[src/rtl/ts_pkg.sv]
// Package ts_pkg
// Shared field positions, widths and types for the trace sampler.
// Field positions are given MSB first (field bit k sits at data bit REG_W-1-k).
package ts_pkg;
    localparam int REG_W          = 64;
    localparam int SEL_W          = 7;
    localparam int EVT_N          = 1 << SEL_W;
    localparam int LOAD_W         = 32;
    localparam int BSZ_W          = 3;
    localparam int TICK_W         = 2;
    localparam int REC_BYTES      = 32;
    localparam int BUF_MIN_LOG2   = 12;
    localparam int BUF_MIN_BYTES  = 1 << BUF_MIN_LOG2;
    localparam int OFF_W          = BUF_MIN_LOG2 + (1 << BSZ_W);

    // control word field positions (MSB-first numbering)
    localparam int CW_EN_POS      = 0;
    localparam int CW_MODE_POS    = 1;
    localparam int CW_ADDR_FIRST  = 8;
    localparam int CW_ADDR_LAST   = 50;
    localparam int ADDR_FLD_W     = CW_ADDR_LAST - CW_ADDR_FIRST + 1;
    localparam int ADDR_LSB       = REG_W - 1 - CW_ADDR_LAST;

    // sampling word field positions (MSB-first numbering)
    localparam int SW_TICK_FIRST  = 0;
    localparam int SW_LOAD_FIRST  = SW_TICK_FIRST + TICK_W;
    localparam int SW_SELA_FIRST  = SW_LOAD_FIRST + LOAD_W;
    localparam int SW_SELB_FIRST  = SW_SELA_FIRST + SEL_W;
    localparam int SW_BSZ_FIRST   = SW_SELB_FIRST + SEL_W;
    localparam int SW_USED_BITS   = SW_BSZ_FIRST + BSZ_W;

    typedef enum logic {
        MODE_ACCUM = 1'b0,
        MODE_TRACE = 1'b1
    } mode_e;

    typedef enum logic [TICK_W-1:0] {
        TICK_CYCLE     = 2'd0,
        TICK_EVT_A     = 2'd1,
        TICK_EVT_B     = 2'd2,
        TICK_CYCLE_ALT = 2'd3
    } tick_e;

    typedef struct packed {
        logic                  en;
        mode_e                 mode;
        logic [ADDR_FLD_W-1:0] addr_fld;
    } ctrl_cfg_t;

    typedef struct packed {
        tick_e              tick;
        logic [LOAD_W-1:0]  load;
        logic [SEL_W-1:0]   sel_a;
        logic [SEL_W-1:0]   sel_b;
        logic [BSZ_W-1:0]   bsz;
    } samp_cfg_t;
endpackage

[src/rtl/ts_cfg_regs.sv]
// Module ts_cfg_regs
// Holds the decoded control and sampling words. Reserved bits are dropped at
// decode time. Assumes both words are never written in the same cycle;
// if they are, the reload value is taken from the new sampling word.
module ts_cfg_regs
    import ts_pkg::*;
(
    input  logic              clk,
    input  logic              rst_n,
    input  logic              ctrl_we,
    input  logic [REG_W-1:0]  ctrl_wdata,
    input  logic              samp_we,
    input  logic [REG_W-1:0]  samp_wdata,
    output ctrl_cfg_t         ctrl_q,
    output samp_cfg_t         samp_q,
    output logic              restart,
    output logic              reload,
    output logic [LOAD_W-1:0] reload_val
);
    ctrl_cfg_t ctrl_d;
    samp_cfg_t samp_d;
    logic      unused_resv;

    // decode the control word fields from their MSB-first positions
    always_comb begin
        ctrl_d.en       = ctrl_wdata[REG_W-1-CW_EN_POS];
        ctrl_d.mode     = mode_e'(ctrl_wdata[REG_W-1-CW_MODE_POS]);
        ctrl_d.addr_fld = ctrl_wdata[REG_W-1-CW_ADDR_FIRST -: ADDR_FLD_W];
    end

    // decode the sampling word fields from their MSB-first positions
    always_comb begin
        samp_d.tick  = tick_e'(samp_wdata[REG_W-1-SW_TICK_FIRST -: TICK_W]);
        samp_d.load  = samp_wdata[REG_W-1-SW_LOAD_FIRST -: LOAD_W];
        samp_d.sel_a = samp_wdata[REG_W-1-SW_SELA_FIRST -: SEL_W];
        samp_d.sel_b = samp_wdata[REG_W-1-SW_SELB_FIRST -: SEL_W];
        samp_d.bsz   = samp_wdata[REG_W-1-SW_BSZ_FIRST -: BSZ_W];
    end

    // reserved bits are deliberately discarded
    assign unused_resv = ^{ctrl_wdata[REG_W-1-CW_MODE_POS-1 : REG_W-CW_ADDR_FIRST],
                           ctrl_wdata[ADDR_LSB-1:0],
                           samp_wdata[REG_W-1-SW_USED_BITS:0]};

    // configuration storage
    always_ff @(posedge clk) begin
        if (!rst_n) begin
            ctrl_q <= '0;
            samp_q <= '0;
        end else begin
            if (ctrl_we) ctrl_q <= ctrl_d;
            if (samp_we) samp_q <= samp_d;
        end
    end

    assign restart    = ctrl_we;
    assign reload     = ctrl_we | samp_we;
    assign reload_val = samp_we ? samp_d.load : samp_q.load;
endmodule

[src/rtl/ts_sample_timer.sv]
// Module ts_sample_timer
// Reloadable down counter that decides when a sample is due. It ticks each
// running cycle or on one selected event. A tick that finds the counter at 1
// or 0 is an expiry, and the counter then reloads. Assumes run is low in any
// cycle where reload is high.
module ts_sample_timer
    import ts_pkg::*;
(
    input  logic              clk,
    input  logic              rst_n,
    input  logic              run,
    input  tick_e             tick_sel,
    input  logic              hit_a,
    input  logic              hit_b,
    input  logic              reload,
    input  logic [LOAD_W-1:0] reload_val,
    input  logic [LOAD_W-1:0] load_q,
    output logic              expire
);
    logic [LOAD_W-1:0] cnt_q;
    logic              tick;

    // choose the tick source
    always_comb begin
        unique case (tick_sel)
            TICK_EVT_A: tick = hit_a;
            TICK_EVT_B: tick = hit_b;
            default:    tick = 1'b1;
        endcase
    end

    assign expire = run && tick && (cnt_q <= LOAD_W'(1));

    // count down, reload on expiry or on a configuration write
    always_ff @(posedge clk) begin
        if (!rst_n)           cnt_q <= '0;
        else if (reload)      cnt_q <= reload_val;
        else if (expire)      cnt_q <= load_q;
        else if (run && tick) cnt_q <= cnt_q - LOAD_W'(1);
    end

    // the counter never exceeds the configured reload value
    p_timer_bound_r5: assert property (@(posedge clk) disable iff (!rst_n)
        cnt_q <= load_q);
endmodule

[src/rtl/ts_event_counters.sv]
// Module ts_event_counters
// Per-channel event counters. Each channel counts running cycles where its
// selected event line is high. It offers the value including the current
// cycle, and it is cleared on restart or when a trace record takes it.
module ts_event_counters
    import ts_pkg::*;
#(
    parameter int NUM_CH = 2,
    parameter int CNT_W  = 64
) (
    input  logic                         clk,
    input  logic                         rst_n,
    input  logic [EVT_N-1:0]             evt,
    input  logic [NUM_CH-1:0][SEL_W-1:0] sel,
    input  logic                         run,
    input  logic                         clear,
    input  logic                         take,
    output logic [NUM_CH-1:0]            hit,
    output logic [NUM_CH-1:0][CNT_W-1:0] cnt_next
);
    for (genvar c = 0; c < NUM_CH; c++) begin : g_ch
        logic [CNT_W-1:0] cnt_q;

        // selected event line for this channel
        assign hit[c]      = evt[sel[c]];
        assign cnt_next[c] = cnt_q + CNT_W'(run && hit[c]);

        // counter register with clear on restart or record capture
        always_ff @(posedge clk) begin
            if (!rst_n || clear || take) cnt_q <= '0;
            else if (run)                cnt_q <= cnt_next[c];
        end
    end
endmodule

[src/rtl/ts_record_writer.sv]
// Module ts_record_writer
// Turns expiries into record writes. It holds a stalled write, counts
// expiries lost to stalls, advances the trace pointer and stops quietly when
// the buffer is full. Assumes expire is never high in a restart cycle.
module ts_record_writer
    import ts_pkg::*;
#(
    parameter int WORD_W = 64,
    parameter int ADDR_W = 64,
    parameter int DROP_W = 32
) (
    input  logic                clk,
    input  logic                rst_n,
    input  logic                restart,
    input  logic                expire,
    input  mode_e               mode,
    input  logic [ADDR_W-1:0]   base_addr,
    input  logic [BSZ_W-1:0]    bsz,
    input  logic [WORD_W-1:0]   pc,
    input  logic [WORD_W-1:0]   cnt_a,
    input  logic [WORD_W-1:0]   cnt_b,
    input  logic                mem_ready,
    output logic                mem_valid,
    output logic [ADDR_W-1:0]   mem_addr,
    output logic [4*WORD_W-1:0] mem_data,
    output logic [DROP_W-1:0]   drop_cnt,
    output logic                stopped,
    output logic                take
);
    logic [OFF_W-1:0]  off_q;
    logic [OFF_W-1:0]  off_next;
    logic [OFF_W-1:0]  buf_bytes;
    logic [WORD_W-1:0] seq_q;
    logic              can_cap;
    logic              cap;
    logic              lost;

    assign can_cap   = !mem_valid || mem_ready;
    assign cap       = expire && can_cap;
    assign lost      = expire && !can_cap;
    assign take      = cap && (mode == MODE_TRACE);
    assign buf_bytes = OFF_W'(BUF_MIN_BYTES) << bsz;
    assign off_next  = off_q + OFF_W'(REC_BYTES);

    // output register: load a record, or retire it when accepted
    always_ff @(posedge clk) begin
        if (!rst_n) begin
            mem_valid <= 1'b0;
            mem_addr  <= '0;
            mem_data  <= '0;
        end else if (cap) begin
            mem_valid <= 1'b1;
            mem_addr  <= (mode == MODE_TRACE) ? base_addr + ADDR_W'(off_q) : base_addr;
            mem_data  <= {seq_q, cnt_b, cnt_a, pc};
        end else if (mem_ready) begin
            mem_valid <= 1'b0;
        end
    end

    // buffer pointer, sequence number and stopped state
    always_ff @(posedge clk) begin
        if (!rst_n || restart) begin
            off_q   <= '0;
            seq_q   <= '0;
            stopped <= 1'b0;
        end else if (cap) begin
            seq_q <= seq_q + WORD_W'(1);
            if (mode == MODE_TRACE) begin
                off_q <= off_next;
                if (off_next >= buf_bytes) stopped <= 1'b1;
            end
        end
    end

    // count expiries lost to a stalled write
    always_ff @(posedge clk) begin
        if (!rst_n)    drop_cnt <= '0;
        else if (lost) drop_cnt <= drop_cnt + DROP_W'(1);
    end

    // a stalled write keeps its address and data
    p_hold_stall_r11: assert property (@(posedge clk) disable iff (!rst_n)
        (mem_valid && !mem_ready) |=> (mem_valid && $stable(mem_addr) && $stable(mem_data)));

    // losses are only counted while a write is stalled
    p_drop_in_stall_r11: assert property (@(posedge clk) disable iff (!rst_n)
        !(mem_valid && !mem_ready) |=> $stable(drop_cnt));

    // a full buffer issues no new write until restart
    p_quiet_when_full_r9: assert property (@(posedge clk) disable iff (!rst_n)
        (stopped && !restart && !mem_valid) |=> !mem_valid);
endmodule

[src/rtl/trace_sampler.sv]
// Module trace_sampler
// Top level of the interrupt-free event trace sampler. It joins the
// configuration registers, the sample timer, the event counters and the
// record writer. Assumes at most one configuration word is written per cycle.
module trace_sampler
    import ts_pkg::*;
#(
    parameter int WORD_W = 64,
    parameter int ADDR_W = 64,
    parameter int DROP_W = 32
) (
    input  logic                clk,
    input  logic                rst_n,
    input  logic                cfg_base_we,
    input  logic [REG_W-1:0]    cfg_base_wdata,
    input  logic                cfg_trace_we,
    input  logic [REG_W-1:0]    cfg_trace_wdata,
    input  logic [EVT_N-1:0]    evt_in,
    input  logic [WORD_W-1:0]   pc_in,
    output logic                mem_valid,
    input  logic                mem_ready,
    output logic [ADDR_W-1:0]   mem_addr,
    output logic [4*WORD_W-1:0] mem_data,
    output logic [DROP_W-1:0]   drop_cnt
);
    localparam int NUM_CH = 2;

    ctrl_cfg_t                  ctrl_q;
    samp_cfg_t                  samp_q;
    logic                       restart;
    logic                       reload;
    logic [LOAD_W-1:0]          reload_val;
    logic                       run;
    logic                       expire;
    logic                       stopped;
    logic                       take;
    logic [ADDR_W-1:0]          base_addr;
    logic [NUM_CH-1:0]          hit;
    logic [NUM_CH-1:0][SEL_W-1:0]  sel;
    logic [NUM_CH-1:0][WORD_W-1:0] cnt_next;

    // run only when enabled, not frozen by a full trace buffer, no config write
    assign run = ctrl_q.en && !((ctrl_q.mode == MODE_TRACE) && stopped) && !reload;
    assign base_addr = ADDR_W'(ctrl_q.addr_fld) << ADDR_LSB;
    assign sel[0] = samp_q.sel_a;
    assign sel[1] = samp_q.sel_b;

    ts_cfg_regs u_cfg (
        .clk        (clk),
        .rst_n      (rst_n),
        .ctrl_we    (cfg_base_we),
        .ctrl_wdata (cfg_base_wdata),
        .samp_we    (cfg_trace_we),
        .samp_wdata (cfg_trace_wdata),
        .ctrl_q     (ctrl_q),
        .samp_q     (samp_q),
        .restart    (restart),
        .reload     (reload),
        .reload_val (reload_val)
    );

    ts_event_counters #(.NUM_CH(NUM_CH), .CNT_W(WORD_W)) u_cnt (
        .clk      (clk),
        .rst_n    (rst_n),
        .evt      (evt_in),
        .sel      (sel),
        .run      (run),
        .clear    (restart),
        .take     (take),
        .hit      (hit),
        .cnt_next (cnt_next)
    );

    ts_sample_timer u_tmr (
        .clk        (clk),
        .rst_n      (rst_n),
        .run        (run),
        .tick_sel   (samp_q.tick),
        .hit_a      (hit[0]),
        .hit_b      (hit[1]),
        .reload     (reload),
        .reload_val (reload_val),
        .load_q     (samp_q.load),
        .expire     (expire)
    );

    ts_record_writer #(.WORD_W(WORD_W), .ADDR_W(ADDR_W), .DROP_W(DROP_W)) u_wr (
        .clk       (clk),
        .rst_n     (rst_n),
        .restart   (restart),
        .expire    (expire),
        .mode      (ctrl_q.mode),
        .base_addr (base_addr),
        .bsz       (samp_q.bsz),
        .pc        (pc_in),
        .cnt_a     (cnt_next[0]),
        .cnt_b     (cnt_next[1]),
        .mem_ready (mem_ready),
        .mem_valid (mem_valid),
        .mem_addr  (mem_addr),
        .mem_data  (mem_data),
        .drop_cnt  (drop_cnt),
        .stopped   (stopped),
        .take      (take)
    );

    // a disabled block starts no write
    p_idle_when_off_r12: assert property (@(posedge clk) disable iff (!rst_n)
        (!ctrl_q.en && !mem_valid) |=> !mem_valid);
endmodule

[config.mk]
export PLATFORM = sky130hd
export DESIGN_NAME = trace_sampler
export DESIGN_NICKNAME = d
export VERILOG_FILES = /design/src/rtl/ts_pkg.sv /design/src/rtl/ts_cfg_regs.sv /design/src/rtl/ts_sample_timer.sv /design/src/rtl/ts_event_counters.sv /design/src/rtl/ts_record_writer.sv /design/src/rtl/trace_sampler.sv
export SDC_FILE = /design/constraint.sdc
export NUM_CORES = 1
export LEC_CHECK = 0
export BUFFER_PORTS_ARGS = -buffer_cell sky130_fd_sc_hd__buf_2
export CORE_AREA = 2 2 266 268
export DETAILED_ROUTE_END_ITERATION = 8
export DIE_AREA = 0 0 268 270
export PLACE_DENSITY = 0.81
export SLEW_MARGIN = 0
export SYNTH_ARGS = -nofsm -noshare
export SYNTH_HDL_FRONTEND = slang
export SYNTH_SLANG_ARGS = --single-unit
[constraint.sdc]
create_clock -name clk -period 6.7 [get_ports clk]
set_input_delay 0.335 -clock clk [delete_from_list [all_inputs] [get_ports clk]]
set_output_delay 0.335 -clock clk [all_outputs]
set_load 0.02 [all_outputs]
==> flow_metrics.env <==
export IMPL_initial_antenna_violation_count=4
export IMPL_hold_class="input port to register"
export IMPL_max_clock_freq_mhz=174.8
export IMPL_clock_tree_root_cell="clkbuf_16"
export IMPL_clock_tree_buffer_depth=3
export IMPL_drv_max_cap_violation_count=0
export IMPL_dp_worst_setup_slack_ns=0.9886
export IMPL_worst_clock_skew_ns=0.04628
export IMPL_synth_area_per_cell_sq_um=8.259
export IMPL_worst_hold_path_num_cells=3
export IMPL_globalRouteTotalUtil_pct=28.06
export IMPL_fraction_of_final_layout_cells_sized_beyond_drive_strength_1_pct=18.72
export IMPL_final_period_minus_worst_setup_slack_ns=5.719
export IMPL_synth_edf_count=0
export IMPL_power_ir_vdd_worst_v=0.0001827
export IMPL_yosys_warnings=0
export IMPL_ioPinCount=678
export IMPL_yosys_cell_count_top_type="dfxtp_1"
export IMPL_synth_top_cell_by_area="dfxtp_1"
export IMPL_met2WireLength_microns=47340
export IMPL_criticalPathCategory="register to register"
export IMPL_core_ar_sq_mm=0.06954
export IMPL_tritoncts_num_buffers=76
export IMPL_detailroute_via_count=31050
export IMPL_rows=97
export IMPL_synth_cell_area_sq_mm=0.03242
export IMPL_required_time_at_the_endpoint_of_the_critical_path_ns=7.18
export IMPL_worst_skew_pair_late_latency_ns=0.64
export IMPL_setup_violations=0
export IMPL_final_net_count=4899
export IMPL_cpPeakStageDelay_ns=0.66
export IMPL_regToRegEndpoint="u_cnt.g_ch[1].cnt_q[58]$_SDFFE_PP0P_"
export IMPL_post_route_drc_count=0
export IMPL_timing_critical_path_slowest_stage_cell="dfxtp_1"
export IMPL_cts_tree="built"
export IMPL_grt_first_pass_wirelength_microns=162500
export IMPL_cp_cell_sequence="nor2b_1, a22o_1, a31oi_1, a31oi_1, a311o_1, o31ai_1, nor3_1, nor2_1, ha_1, ha_1, and3_1, and4_1, nand3_1, or3_1, nor4_2, nand3_1, nor2_1, and4_1, nand2_1, xor2_1, nor2_1"
export IMPL_hold_path_startpoint="cfg_base_wdata[38]"
export IMPL_hold_viol=0
export IMPL_worst_path_max_fanout=14
export IMPL_yosys_top_cell_area_share_pct=41.80
export IMPL_detailedRoute_firstPassIterationCount=6
export IMPL_tritoncts_num_sinks=677
export IMPL_timing_worst_slew_pin_value_ns=1.281
export IMPL_finalSetupTns_ns=0
export IMPL_dr_wl_met3_microns=9004
export IMPL_cts_htree_levels=3
export IMPL_critical_path_arrival_ns=6.20
export IMPL_detail_route_wirelength_met1_microns=43310
export IMPL_ys_types=74
export IMPL_overflow=0
export IMPL_slew_headroom_pct=14.29
export IMPL_r2r_slack_ns=0.98
export IMPL_first_iter_violations=2870
export IMPL_maximum_number_of_pins_on_one_net_before_global_route_repair=191
export IMPL_cp_end_kind="register"
export IMPL_initial_utilization_pct=46.63
export IMPL_ranking_of_synthesized_cells_by_area="dfxtp_1, nor2_1, nand2_1"
export IMPL_place_gp_congestion=0.9186
export IMPL_worst_slack_ns=0.9807
export IMPL_synth_seq_cells=677
export IMPL_detail_route_antenna_nets=0
export IMPL_timing_critical_path_mode_cell="nor2_1"
export IMPL_seq_area_frac_synth_pct=41.80
export IMPL_chipHeight_microns=270
export IMPL_power_per_cell_area_mw_per_mm2=228.8
export IMPL_clkTransAtPathRegs_ns=0.06
export IMPL_hpwlAfterDp_microns=71780
export IMPL_slew_viol_final=0
export IMPL_rr_worst_depth=21
export IMPL_worstHoldEndpoint="u_cfg.ctrl_q[25]$_SDFFE_PN0P_"
export IMPL_syn_to_final_growth_pct=23.37
export IMPL_synth_cells_most_frequent="dfxtp_1, nor2_1, nand2_1"
export IMPL_post_route_period_util_pct=85.36
export IMPL_detail_route_vias_per_cell=5.593
export IMPL_final_cell_utilization_of_the_core_pct=57.52
export IMPL_topRoutingLayerUsed="met5"
export IMPL_chipWidth_microns=268
export IMPL_die_area_sq_mm=0.07236
export IMPL_detail_route_wirelength_microns=104900
export IMPL_port_buffers=633
export IMPL_grt_setup_unrepaired="no"
export IMPL_grt_pass1_vias=29975
export IMPL_outcome="finished clean"
export IMPL_yosys_most_used_dff="dfxtp_1"
export IMPL_regToRegStartpoint="u_cfg.samp_q[3]$_SDFFE_PN0P_"
export IMPL_setup_worst_path_start_class="register"
export IMPL_async_flop_share_pct=0
export IMPL_drt_wirelength_per_cell_microns=18.90
export IMPL_p_leak_nw=15.42
export IMPL_postSynthCellCount=3926
-- placed cells by master, fill, tap and decap left out, types with 10 or more instances in the layout --
master and count:
a211oi_1 145, a21oi_1 257, a22oi_1 22, a31oi_1 13, and2_1 37, and3_1 81, and4_1 14, buf_2 632
buf_4 40, clkbuf_1 17, clkbuf_16 76, clkbuf_8 22, clkinv_2 10, conb_1 12, dfxtp_1 675, dlygate4sd3_1 136
ha_1 26, inv_1 40, mux2i_1 167, mux4_2 32, nand2_1 581, nand2b_1 16, nand3_1 159, nand4_1 100
nor2_1 596, nor2b_1 16, nor3_1 67, nor4_1 20, o211ai_1 10, o21ai_0 47, or3_1 23, xnor2_1 183
xor2_1 201
-- how the worst max path moves through the flow --
| stage | slack [ns] | end | from | cells past startpoint |
|---|---|---|---|---|
| floorplan | 1.89 | u_cnt.g_ch[1].cnt_q[58]$_SDFFE_PP0P_ | u_cfg.samp_q[5]$_SDFFE_PN0P_ | 25 |
| global route | 0.56 | u_cnt.g_ch[0].cnt_q[63]$_SDFFE_PP0P_ | u_cfg.samp_q[12]$_SDFFE_PN0P_ | 20 |
| finish | 0.98 | u_cnt.g_ch[1].cnt_q[58]$_SDFFE_PP0P_ | u_cfg.samp_q[3]$_SDFFE_PN0P_ | 21 |
| CTS | 0.96 | u_cnt.g_ch[1].cnt_q[58]$_SDFFE_PP0P_ | u_cfg.samp_q[5]$_SDFFE_PN0P_ | 22 |
| detailed placement | 0.99 | u_cnt.g_ch[1].cnt_q[58]$_SDFFE_PP0P_ | u_cfg.samp_q[5]$_SDFFE_PN0P_ | 22 |
| global placement | 0.96 | u_cnt.g_ch[1].cnt_q[58]$_SDFFE_PP0P_ | u_cfg.samp_q[5]$_SDFFE_PN0P_ | 22 |
-- repair_timing --
| item | CTS | global route |
|---|---|---|
| hold endpoints to repair | 138 | 0 |
| gates resized for setup | 0 | 0 |
| hold buffers | 136 | 0 |
| buffers inserted | 0 | 0 |
-- flip-flops by register name, indices dropped and copies added (netlist names) --
| name | cells |
|---|---|
| u_cfg.ctrl_q | 45 |
| u_cfg.samp_q | 51 |
| u_cnt.g_ch.cnt_q | 128 |
| u_tmr.cnt_q | 32 |
| u_wr.drop_cnt | 32 |
| u_wr.mem_addr | 52 |
| u_wr.mem_data | 256 |
| u_wr.mem_valid | 1 |
| u_wr.off_q | 15 |
| u_wr.seq_q | 64 |
| u_wr.stopped | 1 |
-- logic make-up after synthesis --
kind of cell | synth area share [%]
flip-flops | 41.80
AND/OR/NAND/NOR | 24.17
buffers and inverters | 4.291
multiplexers | 7.413
adder cells (fa/ha/maj) | 1.065
other | 0.01157
XOR/XNOR | 10.37
AO/OA/AOI/OAI | 10.88
-- critical path: cells and delay by family, from the launching register on --
kind	cells	cell delay, ns
AOI/OAI and AO/OA	5	1.12
xor gates and xnor gates	1	0.17
adders and majority gates	2	0.58
DFF	1	0.66
and+or+nand+nor	13	3.06
-- through the flow --
step | hold slack (ns) | power (mW) | area, sq um | cells
6_report | 0.03609 | 9.152 | 40000 | 5552
4_1_cts | 0.0004273 | 9.198 | 40000 | 5549
3_5_place_dp | 0.4396 | 4.807 | 35980 | 5273
5_1_grt | 0.0005558 | 9.441 | 40000 | 5551
2_1_floorplan | 0.4355 | 4.586 | 32470 | 3937
3_3_place_gp | 0.4349 | 4.795 | 35980 | 5273
-- routing by layer --
metal / track usage [%] / vias to the layer above
li1: - / 14682
met1: 35.98 / 14630
met2: 44.51 / 1394
met3: 6.574 / 340
met4: 13.11 / 4
met5: 0 / -
-- layout make-up --
| type | count | area [sq um] |
|---|---|---|
| Antenna cell | 3 | 7.507 |
| Clock buffer | 115 | 2268 |
| Clock inverter | 25 | 384.1 |
| Fill cell | 6011 | 29540 |
| Inverter | 41 | 161.4 |
| Multi-Input combinational cell | 2939 | 17550 |
| Sequential cell | 677 | 13560 |
| Tap cell | 940 | 1176 |
| Timing Repair Buffer | 812 | 4905 |
-- power breakdown --
part	internal (mW)	switching [mW]	leakage [nW]
Sequential	4.07	0.0685	5.48
Clock	2.57	1.78	1.30
Combinational	0.296	0.364	8.64
No activity file was read; power rests on OpenSTA's default activity.
